### src/rtl/cnt_chain_pkg.sv
package cnt_chain_pkg;

    typedef enum logic {
        MODE_FREE = 1'b0,
        MODE_DIV  = 1'b1
    } chain_mode_e;

    // A stage is at terminal count when every bit is one.
    function automatic logic all_ones8(input logic [7:0] v);
        return &v;
    endfunction

endpackage

### src/rtl/cnt_stage.sv
module cnt_stage #(
    parameter int STAGE_W = 8
) (
    input  logic               clk,
    input  logic               mr,
    input  logic               ce_n,
    input  logic               pe_n,
    input  logic               tcld,
    input  logic [STAGE_W-1:0] p,
    output logic [STAGE_W-1:0] q,
    output logic               tc_n
);

    typedef struct packed {
        logic [STAGE_W-1:0] q;
    } stage_st_t;

    stage_st_t st_d, st_q;
    logic      at_top;

    assign at_top = &st_q.q;

    always_comb begin
        st_d = st_q;
        if (mr) begin
            st_d.q = p;
        end else if (!pe_n) begin
            st_d.q = p;
        end else if (!ce_n) begin
            if (tcld && at_top) begin
                st_d.q = p;
            end else begin
                st_d.q = st_q.q + 1'b1;
            end
        end
    end

    always_ff @(posedge clk) begin
        st_q <= st_d;
    end

    assign q    = st_q.q;
    assign tc_n = ~at_top;

endmodule

### src/rtl/cnt_carry_gate.sv
module cnt_carry_gate #(
    parameter int NUM_STAGES = 4
) (
    input  logic                  en,
    input  logic                  div,
    input  logic [NUM_STAGES-1:0] tc_n,
    output logic [NUM_STAGES-1:0] ce_n,
    output logic [NUM_STAGES-1:0] pe_n,
    output logic [NUM_STAGES-1:0] tcld,
    output logic                  chain_tc_n
);

    // pre_n[k] is the OR of the flags of stages 0..k-1
    logic [NUM_STAGES:0] pre_n;

    assign pre_n[0] = 1'b0;

    genvar k;
    generate
        for (k = 0; k < NUM_STAGES; k++) begin : g_gate
            assign pre_n[k+1] = pre_n[k] | tc_n[k];
            if (k == 0) begin : g_low
                assign ce_n[k] = ~en;
            end else if (k == 1) begin : g_direct
                assign ce_n[k] = tc_n[0] | ~en;
            end else begin : g_or
                assign ce_n[k] = pre_n[k] | ~en;
            end
        end

        if (NUM_STAGES == 1) begin : g_single
            assign pe_n = 1'b1;
            assign tcld = div;
        end else begin : g_multi
            for (k = 0; k < NUM_STAGES; k++) begin : g_pe
                assign pe_n[k] = ~(div & en & ~pre_n[NUM_STAGES]);
                assign tcld[k] = 1'b0;
            end
        end
    endgenerate

    assign chain_tc_n = pre_n[NUM_STAGES];

endmodule

### src/rtl/cnt_chain.sv
module cnt_chain #(
    parameter int STAGE_W    = 8,
    parameter int NUM_STAGES = 4
) (
    input  logic                          clk,
    input  logic                          rst,
    input  logic                          mode_div,
    input  logic                          cnt_en,
    input  logic [STAGE_W*NUM_STAGES-1:0] preset,
    output logic [STAGE_W*NUM_STAGES-1:0] count,
    output logic                          tc_n
);
    import cnt_chain_pkg::*;

    localparam int W = STAGE_W * NUM_STAGES;

    chain_mode_e           mode;
    logic [NUM_STAGES-1:0] st_tc_n;
    logic [NUM_STAGES-1:0] st_ce_n;
    logic [NUM_STAGES-1:0] st_pe_n;
    logic [NUM_STAGES-1:0] st_tcld;
    logic                  chain_tc_n;

    assign mode = chain_mode_e'(mode_div);

    cnt_carry_gate #(
        .NUM_STAGES(NUM_STAGES)
    ) u_gate (
        .en        (cnt_en),
        .div       (mode == MODE_DIV),
        .tc_n      (st_tc_n),
        .ce_n      (st_ce_n),
        .pe_n      (st_pe_n),
        .tcld      (st_tcld),
        .chain_tc_n(chain_tc_n)
    );

    genvar s;
    generate
        for (s = 0; s < NUM_STAGES; s++) begin : g_stage
            cnt_stage #(
                .STAGE_W(STAGE_W)
            ) u_stage (
                .clk (clk),
                .mr  (rst),
                .ce_n(st_ce_n[s]),
                .pe_n(st_pe_n[s]),
                .tcld(st_tcld[s]),
                .p   (preset[s*STAGE_W +: STAGE_W]),
                .q   (count[s*STAGE_W +: STAGE_W]),
                .tc_n(st_tc_n[s])
            );
        end
    endgenerate

    assign tc_n = chain_tc_n;

endmodule

### config.mk
export PLATFORM = sky130hd
export DESIGN_NAME = cnt_chain
export DESIGN_NICKNAME = d
export VERILOG_FILES = /design/src/rtl/cnt_chain_pkg.sv /design/src/rtl/cnt_stage.sv /design/src/rtl/cnt_carry_gate.sv /design/src/rtl/cnt_chain.sv
export SDC_FILE = /design/constraint.sdc
export NUM_CORES = 1
export LEC_CHECK = 0
export ABC_CLOCK_PERIOD_IN_PS = 5600
export BUFFER_PORTS_ARGS = -buffer_cell sky130_fd_sc_hd__buf_2
export CAP_MARGIN = 20
export CORE_MARGIN = 2
export CORE_UTILIZATION = 40
export CTS_CLUSTER_SIZE = 20
export DETAILED_ROUTE_END_ITERATION = 12
export GPL_TIMING_DRIVEN = 1
export PLACE_DENSITY = 0.65
export SYNTH_ARGS = -nofsm -noshare
export SYNTH_HDL_FRONTEND = slang
export SYNTH_SLANG_ARGS = --single-unit
### constraint.sdc
create_clock -name clk -period 5.6 [get_ports clk]
set_input_delay 0.28 -clock clk [delete_from_list [all_inputs] [get_ports clk]]
set_output_delay 0.28 -clock clk [all_outputs]
set_load 0.02 [all_outputs]
==> results_dict.tcl <==
set metrics [dict create \
    status "completed" \
    cts_tree "yes" \
    grt_antenna_before_repair 0 \
    postCtsSetupBuffers 0 \
    drt-initial-drc-count 79 \
    synth.largest_area_cell "edfxtp_1" \
    core_sq_mm 0.00479 \
    multiInputGateArea_sq_um 997 \
    setup_viol 0 \
    detail-route-antenna-nets 0 \
    leakagePower_nw 1.10 \
    synth_nets 182 \
    avgViaCountPerCell 4.80 \
    dieHeight_microns 74.8 \
    path_cells "ha_1 -> and3_1 -> and4bb_2 -> a41oi_4 -> buf_4 -> mux2_4" \
    relSlewSlack 0.426 \
    max_stage_delay_ps 630 \
    rsz0062_at_grt "false" \
    critical_path.top_delay_family "compound AO/OA/AOI/OAI gates" \
    syn2layout_area_growth_pct 25.4 \
    syn_inst 142 \
    initial_core_util 0.419 \
    yosysTopAreaCellShare 0.479 \
    grt_pass1_vias 1351 \
    crit_required_ps 5630 \
    cts_buffers 5 \
    synth_top_cells_by_area "edfxtp_1 48%, mux2_4 19%, xnor2_1 7.4%" \
    path_max_fanout 17 \
    ctsHoldBuffers 0 \
    pwr_density_cell_mw_per_mm2 280 \
    drcViolationCount 0 \
    setup.worst_path.end_class "flop" \
    routed_wl_mm 3.90 \
    clk-insertion-delay-late_ps 290 \
    hold_path_class "input port to flop" \
    crit_type "flop to flop" \
    finalCritPeriodShare 0.510 \
    cts.sinks 32 \
    timing.rr.start "g_stage[2].u_stage.q[0]" \
    rows 25 \
    ys_types 25 \
    grt_util_all_layers 0.149 \
    first_pass_iters 4 \
    grt_pass1_wl_mm 6.22 \
    ctsResizeCount 0 \
    tns_ps 0 \
    peakVddDrop_uv 115 \
    place.gp.congestion 0.725 \
    start_kind "flop" \
    mappedNetlistArea_sq_mm 0.00201 \
    hp-start "preset[27]" \
    layout_commonest_cell "buf_2" \
    ys.warnings.count 0 \
    die_area_sq_mm 0.00560 \
    ys_seq_area_frac 0.479 \
    mostFrequentLayoutCells "68 x buf_2, 32 x edfxtp_1, 26 x mux2_4, 17 x xnor2_1, 12 x nand3_1" \
    maxCapViolations 0 \
    hold_viol 0 \
    largest_reg_flops 32 \
    fmax_mhz 350 \
    fin_skew_ps 10.5 \
    stdcell_count 283 \
    drive_gt1_frac 0.528 \
    arrival_ps 2890 \
    fin_crit_ps 2860 \
    clkTransAtPathRegs_ps 70 \
    grt_max_degree 18 \
    num_vias 1357 \
    die_w_microns 74.8 \
    cts_max_path_buffers 2 \
    max_slew.worst_pin.slew_ps 858 \
    place_hpwl_mm 2.95 \
    dp_cells 275 \
    nets 255 \
    utilization 0.526 \
    antenna_cells 0 \
    numPortBuffers 68 \
    critPathLaunch "g_stage[2].u_stage.q[0]" \
    wl_per_cell_microns 13.8 \
    seq_area_sq_um 961 \
    synth.avg_cell_area_sq_um 14.1 \
    htreeDepth 2 \
    slowest_stage "a41oi_4" \
    nFillCells 424 \
    ys_ff_latch 32 \
    cts-root-buf "clkbuf_8" \
    worst-path-buf-inv 1 \
    pin_count 69 \
    drv_slew 0 \
    grt.overflow.total 0 \
]
## synthesized netlist by cell type
cell type,count
a41oi_4,1
xnor2_1,17
nor2_1,3
and4_4,2
and3_2,1
nand3_1,12
a31o_2,2
mux2i_1,4
nand2_1,7
edfxtp_1,32
or2_2,1
inv_1,4
a21o_1,1
and3_1,2
nor3_1,1
and4_1,3
ha_1,4
buf_6,3
and4bb_2,1
mux2_4,26
mux2_2,2
xor2_1,7
and2_1,1
nand4_1,4
and4_2,1
## layout make-up
type                    instances  area share
repair buffers                 69       0.138
inverters                       4     0.00597
multi-input cells             103       0.396
flip-flops and latches         32       0.382
clock buffers                   5      0.0273
well taps                      67      0.0333
clock inverters                 3      0.0169
## worst register-to-register path, cell delays in order (launching register included)
cell and delay (ps):
edfxtp_1 460, ha_1 290, and3_1 190, and4bb_2 260, a41oi_4 630, buf_4 430
mux2_4 330
## power by group
part	switching [mW]	internal (mW)
clock network	0.0900	0.132
logic	0.0737	0.0830
registers	0.0295	0.296
## logic make-up after synthesis
kind of cell	after synthesis	share of synthesized area
xor+xnor	24	0.105
mux	32	0.226
flops	32	0.479
compound gates	4	0.0262
simple gates	39	0.115
buf+inv	7	0.0243
fa+ha+maj	4	0.0249
## per-stage QoR
step | setup slack (ps) | power [mW] | hold slack, ps | cell area (sq um)
finish | 2740 | 0.704 | 287 | 2520
CTS | 2700 | 0.710 | 283 | 2520
floorplan | 3380 | 0.440 | 498 | 2010
global placement | 2730 | 0.488 | 582 | 2400
detailed placement | 2720 | 0.489 | 584 | 2400
global route | 2570 | 0.736 | 278 | 2520
## metal layers
layer / up-vias / routed length (microns) / track usage
met5: - / 0 / 0
met4: 0 / 42 / 0.0595
met3: 5 / 243 / 0.0428
met2: 41 / 1760 / 0.220
met1: 631 / 1860 / 0.205
li1: 680 / - / -
## worst paths after layout
check / endpoint / slack [ps] / depth (start not counted)
worst max-delay path: g_stage[1].u_stage.q[6] / 2740 / 6
worst max register to register: g_stage[1].u_stage.q[6] / 2740 / 6
worst min-delay path: g_stage[3].u_stage.q[3] / 290 / 2
worst min register to register: g_stage[1].u_stage.q[0] / 670 / 1
Power figures use the tool's default switching activity.
